$ cat src/rtl/itimer_pkg.sv
// Shared widths, control-field encodings and helper functions for the
// three-channel interval timer. Assumes 16-bit counters built from 4-bit digits.
package itimer_pkg;
    localparam int CNT_W  = 16;
    localparam int BYTE_W = 8;
    localparam int NUM_CH = 3;
    localparam int DIGITS = CNT_W / 4;

    typedef enum logic [1:0] {
        ACC_LATCH = 2'd0,
        ACC_MSB   = 2'd1,
        ACC_LSB   = 2'd2,
        ACC_BOTH  = 2'd3
    } acc_e;

    typedef enum logic [1:0] {
        OP_TERM,
        OP_RATE,
        OP_SQUARE,
        OP_STROBE
    } op_e;

    // Fold the 3-bit mode code onto the behaviour actually built
    function automatic op_e op_of(input logic [2:0] m);
        case (m)
            3'd2, 3'd6: return OP_RATE;
            3'd3, 3'd7: return OP_SQUARE;
            3'd4, 3'd5: return OP_STROBE;
            default:    return OP_TERM;
        endcase
    endfunction

    // Half of the effective reload (0 means full range) in the active code
    function automatic logic [CNT_W-1:0] half_of(input logic [CNT_W-1:0] n,
                                                 input logic bcd);
        logic [CNT_W-1:0] h;
        logic             odd;
        h   = '0;
        odd = 1'b0;
        if (n == '0)
            h = bcd ? (CNT_W'(5) << (CNT_W - 4)) : (CNT_W'(1) << (CNT_W - 1));
        else if (!bcd)
            h = n >> 1;
        else
            for (int i = DIGITS - 1; i >= 0; i--) begin
                h[4*i +: 4] = {1'b0, n[4*i+1 +: 3]} + (odd ? 4'd5 : 4'd0);
                odd = n[4*i];
            end
        return h;
    endfunction
endpackage

$ cat src/rtl/itimer_dec.sv
// Decrement-by-one unit for binary or packed BCD values.
// Assumes BCD inputs hold valid digits; BCD zero wraps to all nines.
module itimer_dec #(
    parameter int W = 16
) (
    input  logic [W-1:0] val,
    input  logic         bcd,
    output logic [W-1:0] dec
);
    localparam int ND = W / 4;

    logic [ND:0]  brw;
    logic [W-1:0] bcd_res;

    assign brw[0] = 1'b1;

    // One digit stage per nibble, borrow rippling upward
    for (genvar gi = 0; gi < ND; gi++) begin : g_digit
        logic [3:0] d;
        assign d = val[4*gi +: 4];
        assign bcd_res[4*gi +: 4] = !brw[gi] ? d : ((d == 4'd0) ? 4'd9 : d - 4'd1);
        assign brw[gi+1] = brw[gi] && (d == 4'd0);
    end

    // Pick the coded or plain result
    always_comb dec = bcd ? bcd_res : val - W'(1);
endmodule

$ cat src/rtl/itimer_channel.sv
// One counter channel: holds its configuration, assembles the reload from byte
// writes, counts down, shapes its output and serves byte reads of the live or
// held count. Assumes strobes are one-cycle and already decoded by address.
module itimer_channel
    import itimer_pkg::*;
(
    input  logic              clk,
    input  logic              rst_n,
    input  logic              cfg_we,
    input  logic [5:0]        cfg_bits,
    input  logic              data_we,
    input  logic              data_rd,
    input  logic [BYTE_W-1:0] wbyte,
    output logic [BYTE_W-1:0] rd_byte,
    output logic              cnt_out
);
    logic [2:0]       mode_q;
    acc_e             acc_q;
    logic             bcd_q;
    logic [CNT_W-1:0] reload_q, top_q, half_q, count_q, hold_val_q;
    logic             wr_hi_q, rd_hi_q, hold_q, pend_q, run_q, out_q;

    logic             cfg_prog, cfg_latch, load_done, wrap, out_nx;
    logic [CNT_W-1:0] reload_nx, dec_v, nc, src;
    op_e              op;

    assign cfg_prog  = cfg_we && (cfg_bits[5:4] != ACC_LATCH);
    assign cfg_latch = cfg_we && (cfg_bits[5:4] == ACC_LATCH);
    assign op        = op_of(mode_q);
    assign wrap      = (op == OP_RATE) || (op == OP_SQUARE);
    assign load_done = data_we && ((acc_q != ACC_BOTH) || wr_hi_q);

    itimer_dec #(.W(CNT_W)) u_dec (.val(count_q), .bcd(bcd_q), .dec(dec_v));

    // Next reload value from the incoming byte and the access order
    always_comb begin
        case (acc_q)
            ACC_MSB: reload_nx = {wbyte, 8'h00};
            ACC_LSB: reload_nx = {8'h00, wbyte};
            default: reload_nx = wr_hi_q ? {wbyte, reload_q[7:0]} : {reload_q[15:8], wbyte};
        endcase
    end

    // Next count and next output level for a counting clock
    always_comb begin
        nc = (wrap && count_q == CNT_W'(1)) ? top_q : dec_v;
        case (op)
            OP_RATE:   out_nx = (nc != CNT_W'(1));
            OP_SQUARE: out_nx = (nc == '0) || (nc > half_q);
            OP_TERM:   out_nx = out_q || (nc == '0);
            default:   out_nx = (nc != '0);
        endcase
    end

    // Configuration fields, reload assembly and write byte order
    always_ff @(posedge clk) begin
        if (!rst_n) begin
            mode_q   <= 3'd0;
            acc_q    <= ACC_BOTH;
            bcd_q    <= 1'b0;
            wr_hi_q  <= 1'b0;
            reload_q <= '0;
        end else if (cfg_prog) begin
            mode_q  <= cfg_bits[3:1];
            acc_q   <= acc_e'(cfg_bits[5:4]);
            bcd_q   <= cfg_bits[0];
            wr_hi_q <= 1'b0;
        end else if (data_we) begin
            reload_q <= reload_nx;
            wr_hi_q  <= (acc_q == ACC_BOTH) ? !wr_hi_q : 1'b0;
        end
    end

    // Counter, load sequencing and output register
    always_ff @(posedge clk) begin
        if (!rst_n) begin
            count_q <= '0;
            top_q   <= '0;
            half_q  <= '0;
            out_q   <= 1'b1;
            run_q   <= 1'b0;
            pend_q  <= 1'b0;
        end else if (cfg_prog) begin
            out_q  <= 1'b1;
            run_q  <= 1'b0;
            pend_q <= 1'b0;
        end else if (pend_q) begin
            count_q <= reload_q;
            top_q   <= reload_q;
            half_q  <= half_of(reload_q, bcd_q);
            run_q   <= 1'b1;
            pend_q  <= load_done;
            out_q   <= (op != OP_TERM);
        end else begin
            if (load_done) pend_q <= 1'b1;
            if (run_q) begin
                count_q <= nc;
                out_q   <= out_nx;
            end
        end
    end

    // Hold register and read byte order
    always_ff @(posedge clk) begin
        if (!rst_n) begin
            rd_hi_q    <= 1'b0;
            hold_q     <= 1'b0;
            hold_val_q <= '0;
        end else if (cfg_prog) begin
            rd_hi_q <= 1'b0;
            hold_q  <= 1'b0;
        end else if (cfg_latch && !hold_q) begin
            hold_val_q <= count_q;
            hold_q     <= 1'b1;
            rd_hi_q    <= 1'b0;
        end else if (data_rd) begin
            if (hold_q && acc_q != ACC_BOTH) begin
                hold_q <= 1'b0;
            end else if (hold_q && rd_hi_q) begin
                hold_q  <= 1'b0;
                rd_hi_q <= 1'b0;
            end else begin
                rd_hi_q <= !rd_hi_q;
            end
        end
    end

    // Byte presented to the read port
    always_comb begin
        src = hold_q ? hold_val_q : count_q;
        if (hold_q && acc_q == ACC_MSB)      rd_byte = src[15:8];
        else if (hold_q && acc_q == ACC_LSB) rd_byte = src[7:0];
        else                                 rd_byte = rd_hi_q ? src[15:8] : src[7:0];
    end

    assign cnt_out = out_q;

    AST_OUT_HIGH_AFTER_CFG: assert property (@(posedge clk) disable iff (!rst_n)
        cfg_prog |=> out_q);
    AST_RATE_ONE_CLOCK_LOW: assert property (@(posedge clk) disable iff (!rst_n)
        (run_q && op == OP_RATE && !out_q && top_q != CNT_W'(1)) |=> out_q);
    AST_SQUARE_FALL_AT_HALF: assert property (@(posedge clk) disable iff (!rst_n)
        (op == OP_SQUARE && $fell(out_q)) |-> (count_q == half_q));
    AST_HOLD_STEADY: assert property (@(posedge clk) disable iff (!rst_n)
        (hold_q && !data_rd && !cfg_prog) |=> (hold_q && $stable(hold_val_q)));
endmodule

$ cat src/rtl/interval_timer_3ch.sv
// Top level: decodes the 2-bit register address and the channel field of the
// control word, fans strobes out to three counter channels and muxes read data.
// Assumes one access per cycle; reads of address 3 return zero.
module interval_timer_3ch
    import itimer_pkg::*;
(
    input  logic        clk,
    input  logic        rst_n,
    input  logic        wr_en,
    input  logic        rd_en,
    input  logic [1:0]  addr,
    input  logic [7:0]  wdata,
    output logic [7:0]  rdata,
    output logic [2:0]  tmr_out
);
    localparam logic [1:0] CTRL_ADDR = 2'd3;

    logic [NUM_CH-1:0] cfg_we_v;
    logic [BYTE_W-1:0] rd_bytes [NUM_CH];

    for (genvar g = 0; g < NUM_CH; g++) begin : g_ch
        logic cfg_we_g, data_we_g, data_rd_g;
        assign cfg_we_g  = wr_en && (addr == CTRL_ADDR) && (wdata[7:6] == 2'(g));
        assign data_we_g = wr_en && (addr == 2'(g));
        assign data_rd_g = rd_en && (addr == 2'(g));
        assign cfg_we_v[g] = cfg_we_g;

        itimer_channel u_chan (
            .clk      (clk),
            .rst_n    (rst_n),
            .cfg_we   (cfg_we_g),
            .cfg_bits (wdata[5:0]),
            .data_we  (data_we_g),
            .data_rd  (data_rd_g),
            .wbyte    (wdata),
            .rd_byte  (rd_bytes[g]),
            .cnt_out  (tmr_out[g])
        );
    end

    // Read data mux by address, zero for the control port
    always_comb begin
        rdata = '0;
        for (int i = 0; i < NUM_CH; i++)
            if (addr == 2'(i)) rdata = rd_bytes[i];
    end

    AST_ONE_CFG_TARGET: assert property (@(posedge clk) disable iff (!rst_n)
        $onehot0(cfg_we_v));
endmodule

$ cat config.mk
export PLATFORM = sky130hd
export DESIGN_NAME = interval_timer_3ch
export DESIGN_NICKNAME = d
export VERILOG_FILES = /design/src/rtl/itimer_pkg.sv /design/src/rtl/itimer_dec.sv /design/src/rtl/itimer_channel.sv /design/src/rtl/interval_timer_3ch.sv
export SDC_FILE = /design/constraint.sdc
export NUM_CORES = 1
export LEC_CHECK = 0
export BUFFER_PORTS_ARGS = -buffer_cell sky130_fd_sc_hd__buf_2
export CORE_UTILIZATION = 40
export DETAILED_ROUTE_END_ITERATION = 12
export PLACE_DENSITY = 0.53
export SLEW_MARGIN = 20
export SYNTH_ARGS = -nofsm -noshare
export SYNTH_HDL_FRONTEND = slang
export SYNTH_SLANG_ARGS = --single-unit
$ cat constraint.sdc
create_clock -name clk -period 9.9 [get_ports clk]
set_input_delay 0.99 -clock clk [delete_from_list [all_inputs] [get_ports clk]]
set_output_delay 0.99 -clock clk [all_outputs]
set_load 0.01 [all_outputs]
[Word-level counts from Yosys, hierarchy flattened]
Index checks and enable logic that the tools add are counted.
Word-level totals
  flip-flop bits (word level): 276
  input port bits: 14
Operators by class
  add/sub/neg operators: 24
  order comparisons: 3
  equal/unequal tests: 50
  muxes and demuxes: 108
  bitwise logic cells: 7
  reductions and logical operators: 143
Operators with widths (number)
  two-way mux 16 bit: 24
  logical NOT 16 bit: 6
  two-way mux 8 bit: 12
  one-hot mux 16 bit (2 select lines): 3
  two-way mux 4 bit: 21
  equality test 16 x 1 -> 1 bit, second input constant: 3
  > comparator 16 bit: 3
  logical NOT 4 bit: 12
  inequality test 16 x 1 -> 1 bit, second input constant: 3
  nonzero test 16 bit: 3
  subtractor 16 x 1 -> 16 bit, second input constant: 3
  subtractor 4 x 1 -> 4 bit, second input constant: 12
  logical AND 1 bit: 43
  adder 3 x 4 -> 4 bit: 9
  equality test 3 bit, second input constant: 12
  two-way mux 12 bit: 3
  two-way mux 1 bit: 30
  AND reduction 2 bit: 15
  two-way mux 3 bit: 9
  equality test 2 bit, second input constant: 12
  OR reduction 2 bit: 12
  nonzero test 2 bit: 10
  equality test 3 x 2 -> 1 bit, second input constant: 6
  one-hot mux 2 bit (3 select lines): 3
  other kinds (11): 66

[Depth between registers and ports, before layout]
  depth after elaboration: 12
  gate-level depth with buffers: 19
  gate-level depth less buffers: 17

[Hierarchy]
Synthesis repeated with hierarchy kept, for this count alone.
Second synthesis, totals
  cell total of the unflattened synthesis: 1961
  area, all modules: 16582.2 um^2
Modules (own cells, without submodules)
  itimer_channel at g_ch[0].u_chan ...: times used 2, cells each 590, area each 5011.1 um^2, sequential area each 1841.8 um^2
  itimer_channel at g_ch[2].u_chan: times used 1, cells each 556, area each 4987.3 um^2, sequential area each 1841.8 um^2
  itimer_dec at g_ch[0].u_chan.u_dec ...: times used 2, cells each 64, area each 424.2 um^2, sequential area each 0.0 um^2
  itimer_dec at g_ch[2].u_chan.u_dec: times used 1, cells each 66, area each 440.4 um^2, sequential area each 0.0 um^2
  interval_timer_3ch: times used 1, cells each 31, area each 284.0 um^2, sequential area each 0.0 um^2

[Least setup slack after synthesis]
No wires, ideal clock.
  kind: register to register
  start point: register g_ch[0].u_chan.mode_q[2]
  end point: register g_ch[0].u_chan.out_q
  data arrival time: 4061 ps
  setup slack: 5719 ps
  cell stages (with the launch flop): 19
  path buffers: 3
  clock period less this slack: 4181 ps
  cell sequence: dfxtp_1 inv_1 o21a_1 ha_1 or4bb_1 or4_1 buf_2 buf_4 buf_2 o21ai_0 inv_1 ha_1 nand4_1 or2_2 or4_1 o21ai_0 a21o_1 o31ai_1 a211o_1
Between the ends
  cells in the longest elaborated chain, start to end: 12
Ends and longest elaborated chain
  from (decl): line itimer_channel.sv:17  | logic [2:0] mode_q;
  from (signal assigned): line itimer_channel.sv:64  | mode_q <= cfg_bits[3:1];
  equality test 3 bit or equality test 3 x 2 -> 1 bit (tied branches): line itimer_pkg.sv:25  | case (m)
  OR reduction 2 bit: line itimer_pkg.sv:25
  one-hot mux 2 bit (3 select lines) *: line itimer_pkg.sv:25
  equality test 2 x 1 -> 1 bit or equality test 2 bit (tied branches): line itimer_channel.sv:30, itimer_channel.sv:47
  logical OR 1 bit: line itimer_channel.sv:30  | assign wrap = (op == OP_RATE) || (op == OP_SQUARE);
  logical AND 1 bit: line itimer_channel.sv:46  | nc = (wrap && count_q == CNT_W'(1)) ? top_q : dec_v;
  two-way mux 16 bit: line itimer_channel.sv:46
  > comparator 16 bit or logical NOT 16 bit (tied branches): line itimer_channel.sv:49, itimer_channel.sv:50
  logical OR 1 bit, on equally long branches: line itimer_channel.sv:49, itimer_channel.sv:50
  one-hot mux 1 bit (3 select lines): line itimer_channel.sv:47  | case (op)
  two-way mux 1 bit: line itimer_channel.sv:96  | if (run_q) begin
  two-way mux 1 bit *: line itimer_channel.sv:87  | end else if (pend_q) begin
  to (signal assigned): line itimer_channel.sv:93  | out_q <= (op != OP_TERM);
  to (signal assigned): line itimer_channel.sv:98  | out_q <= out_nx;
  to (decl): line itimer_channel.sv:21  | logic wr_hi_q, rd_hi_q, hold_q, pend_q, run_q, out_q;
Mark *: on every way between the ends. The rest lies on a longest branch, timed or not. The select of a mux whose other input is x is not followed.
A chain may end at the register's enable or synchronous reset.

[Worst setup path in the final report]
  start point: register g_ch[0].u_chan.mode_q[1]
  end point: register g_ch[0].u_chan.out_q
Same word-level chain as after synthesis.

==> out/qor.csv <==
stage,metric,value,unit
global_route,grt_usage,25.0,%
global_route,antenna_found_initial,4,
clock_network,cts_hold_buf,0,
clock_network,clkSlewWorstSetupHoldPaths,0.06,ns
synthesis,avgSynthCellArea,7.74,um^2
power,ir_drop,91.6,uV
synthesis,ys_warn_count,0,
power,leakage,6.51,nW
min_path,min_path_type,flop to flop,
floorplan,fp.dieH,204,um
timing,slew_headroom,24.1,%
placed_design,gp_congestion,0.911,
floorplan,die_w,204,um
clock_network,cts_tree,done,
floorplan,start_util,40.8,%
timing,finClkSkew,0.0146,ns
clock_network,clock_tree.root_cell,clkbuf_16,
setup_path,critPathRequiredTime,10.33,ns
synthesis,ys_ff_latch,276,
timing,setup_violations,0,
detailed_routing,dr.pass1.iters,5,
clock_network,cts_buffers,35,
synthesis,synth_area,0.0163,mm^2
clock_network,cts_resized,0,
power,power_density,152,mW/mm^2
synthesis,ys_seq_area_share,33.9,%
timing,finalHoldViolations,0,
detailed_routing,totalWireLength,51.5,mm
detailed_routing,route.met3.wl,3.14,mm
setup_path,critPathMaxFanout,23,
setup_path,crit_path_end_kind,flop,
synthesis,ys_types,84,
detailed_routing,wl_met2,22.7,mm
detailed_routing,viasPerCell,5.76,
final_layout,post-route-util,44.3,%
final_layout,area.growth.synth_to_final,8.62,%
clock_network,clock_sinks,276,
clock_network,h-tree-depth,2,
synthesis,synth_cells,2104,
synthesis,synth_fp_nets,2214,
run,max-cap-violations,0,
setup_path,cp.arrival,5.16,ns
clock_network,clock_latency,0.54,ns
status,outcome,"finished, final reports clean",
timing,fin_crit_sh,47.8,%
placed_design,io_buffers,24,
detailed_routing,top_layer,met5,
floorplan,fp-row-count,73,
setup_path,critPathKind,flop to flop,
synthesis,synthArstFlopShare,0,%
detailed_routing,drc,0,
setup_path,ff2ff_setup_slack,5.17,ns
detailed_routing,vias,14800,
floorplan,io_pins,25,
global_route,grt_max_degree,147,
final_layout,fillers,4069,
timing,tightestPinTransition,1.14,ns
detailed_routing,ant_nets,0,
floorplan,dieArea,0.0415,mm^2
final_layout,fin_nets,2137,
timing,rsz0062_at_grt,no,
detailed_routing,drt_iter0_markers,1196,
detailed_routing,m1WireLength,24.2,mm
timing,report.final.slew_viol_count,0,
synthesis,synth_edf_count,0,
setup_path,crit_path_start_kind,flop,
timing,setup_tns,0,ns
detailed_routing,detail_route.wl_per_cell,20.0,um
timing,fin_ws,5.17,ns
clock_network,ctsLongestPathBuffers,3,
global_route,grt_pass1_vias,13700,
timing,max_freq,211,MHz
floorplan,core_area,0.0399,mm^2
clock_network,post_cts_buffers,0,
synthesis,synth_ff_type,dfxtp_1,
timing,period_minus_slack,4.73,ns
global_route,grt_overflow,0,
final_layout,drive_gt1_share,8.74,%
placed_design,dp_slack,5.21,ns
placed_design,dp_hpwl,36.3,mm
global_route,grt_pass1_wl,80.7,mm
cells in the final DEF, fill, tap and decap left out, types with 14 or more instances in the layout:
| cell | netlist | layout |
|---|---|---|
| or2_2 | 14 | 14 |
| inv_1 | 107 | 107 |
| buf_4 | 5 | 15 |
| buf_2 | 6 | 24 |
| nand2b_1 | 17 | 17 |
| xnor2_1 | 19 | 19 |
| mux4_2 | 19 | 19 |
| mux2i_1 | 55 | 55 |
| nor3_1 | 34 | 32 |
| or4_1 | 18 | 18 |
| mux2_2 | 22 | 22 |
| nand3_1 | 87 | 87 |
| o2111ai_1 | 24 | 24 |
| o211ai_1 | 22 | 22 |
| clkbuf_16 | 0 | 37 |
| a211oi_1 | 50 | 50 |
| o21ai_0 | 62 | 62 |
| ha_1 | 96 | 96 |
| nand2_1 | 381 | 381 |
| dfxtp_1 | 276 | 276 |
| a31oi_1 | 19 | 19 |
| nor4_1 | 26 | 25 |
| nor2_1 | 155 | 153 |
| a21oi_1 | 259 | 259 |
power breakdown:
| part | internal, W | leakage (nW) | switching, W |
|---|---|---|---|
| combinational | 0.000113 | 3.74 | 0.000200 |
| sequential | 0.00112 | 2.23 | 0.0000240 |
| clock | 0.000730 | 0.545 | 0.000504 |
final timing paths:
kind                                                              from                                      to  cells past startpoint
worst max-delay path             g_ch[0].u_chan.mode_q[1]$_SDFFE_PN0P_     g_ch[0].u_chan.cnt_out$_SDFFE_PP1P_                     15
worst min-delay path            g_ch[2].u_chan.half_q[11]$_SDFFE_PN0P_  g_ch[2].u_chan.half_q[11]$_SDFFE_PN0P_                      2
worst max register to register   g_ch[0].u_chan.mode_q[1]$_SDFFE_PN0P_     g_ch[0].u_chan.cnt_out$_SDFFE_PP1P_                     15
worst min register to register  g_ch[2].u_chan.half_q[11]$_SDFFE_PN0P_  g_ch[2].u_chan.half_q[11]$_SDFFE_PN0P_                      2
synth_stat cells, types with 24 or more instances:
cell       number  area share [%]
nor3_1         34             1.0
o21ai_0        62             1.9
a211oi_1       50             2.3
nor2_1        155             3.6
nand3_1        87             2.7
o2111ai_1      24             1.3
a21oi_1       259             8.0
nand2_1       381             8.8
dfxtp_1       276              34
mux2i_1        55             3.4
ha_1           96             7.4
clkbuf_1      122             2.8
nor4_1         26             1.0
inv_1         107             2.5
metal layers:
layer	vias to the layer above	global-route usage, %
li1	7296	-
met1	7061	34.9
met2	391	38.2
met3	84	4.87
met4	4	8.22
met5	-	0
registers in the layout, summed over array words and instances, names as in the netlist, 6 cells and up:
register	flops
g_ch.u_chan.count_q	48
g_ch.u_chan.half_q	48
g_ch.u_chan.hold_val_q	48
g_ch.u_chan.reload_q	48
g_ch.u_chan.top_q	48
g_ch.u_chan.mode_q	9
g_ch.u_chan.acc_q	6
stage by stage:
step | power (W) | std cells | area (um^2) | hold WS (ns)
6_report | 0.00269 | 2575 | 17700 | 0.452
5_1_grt | 0.00280 | 2573 | 17700 | 0.468
4_1_cts | 0.00272 | 2573 | 17700 | 0.454
3_5_place_dp | 0.00148 | 2515 | 16600 | 0.446
3_3_place_gp | 0.00148 | 2515 | 16600 | 0.439
2_1_floorplan | 0.00139 | 2104 | 16300 | 0.431
cell families after synthesis:
| family | share of synthesized area (%) |
|---|---|
| AND/OR/NAND/NOR | 22.8 |
| AO/OA/AOI/OAI | 20.2 |
| flip-flops | 33.9 |
| buffers and inverters | 6.44 |
| multiplexers | 7.62 |
| adder cells (fa/ha/maj) | 7.38 |
| XOR/XNOR | 1.61 |
critical path: stages (launching register included):
cell,delay [ns]
dfxtp_1,0.39
nand2_1,0.09
o21a_1,0.13
ha_1,0.29
or4bb_1,0.50
or4_1,0.90
o2111a_1,0.32
a311oi_4,0.33
ha_1,0.20
nand4_1,0.09
or2_2,0.31
or4_1,0.49
o21ai_0,0.13
a21o_1,0.12
o31ai_1,0.06
a211o_1,0.29
area by class of cell:
class / instances / area (um^2) / share of cell area, %
Tap cell: 525 / 657 / 3.72
Inverter: 110 / 420 / 2.38
Clock inverter: 8 / 43.8 / 0.248
Clock buffer: 50 / 1040 / 5.91
Sequential cell: 276 / 5530 / 31.3
Antenna cell: 2 / 5.00 / 0.0283
Timing Repair Buffer: 40 / 244 / 1.38
Multi-Input combinational cell: 1564 / 9740 / 55.1
Note: power is estimated with default switching activity, not from simulation.
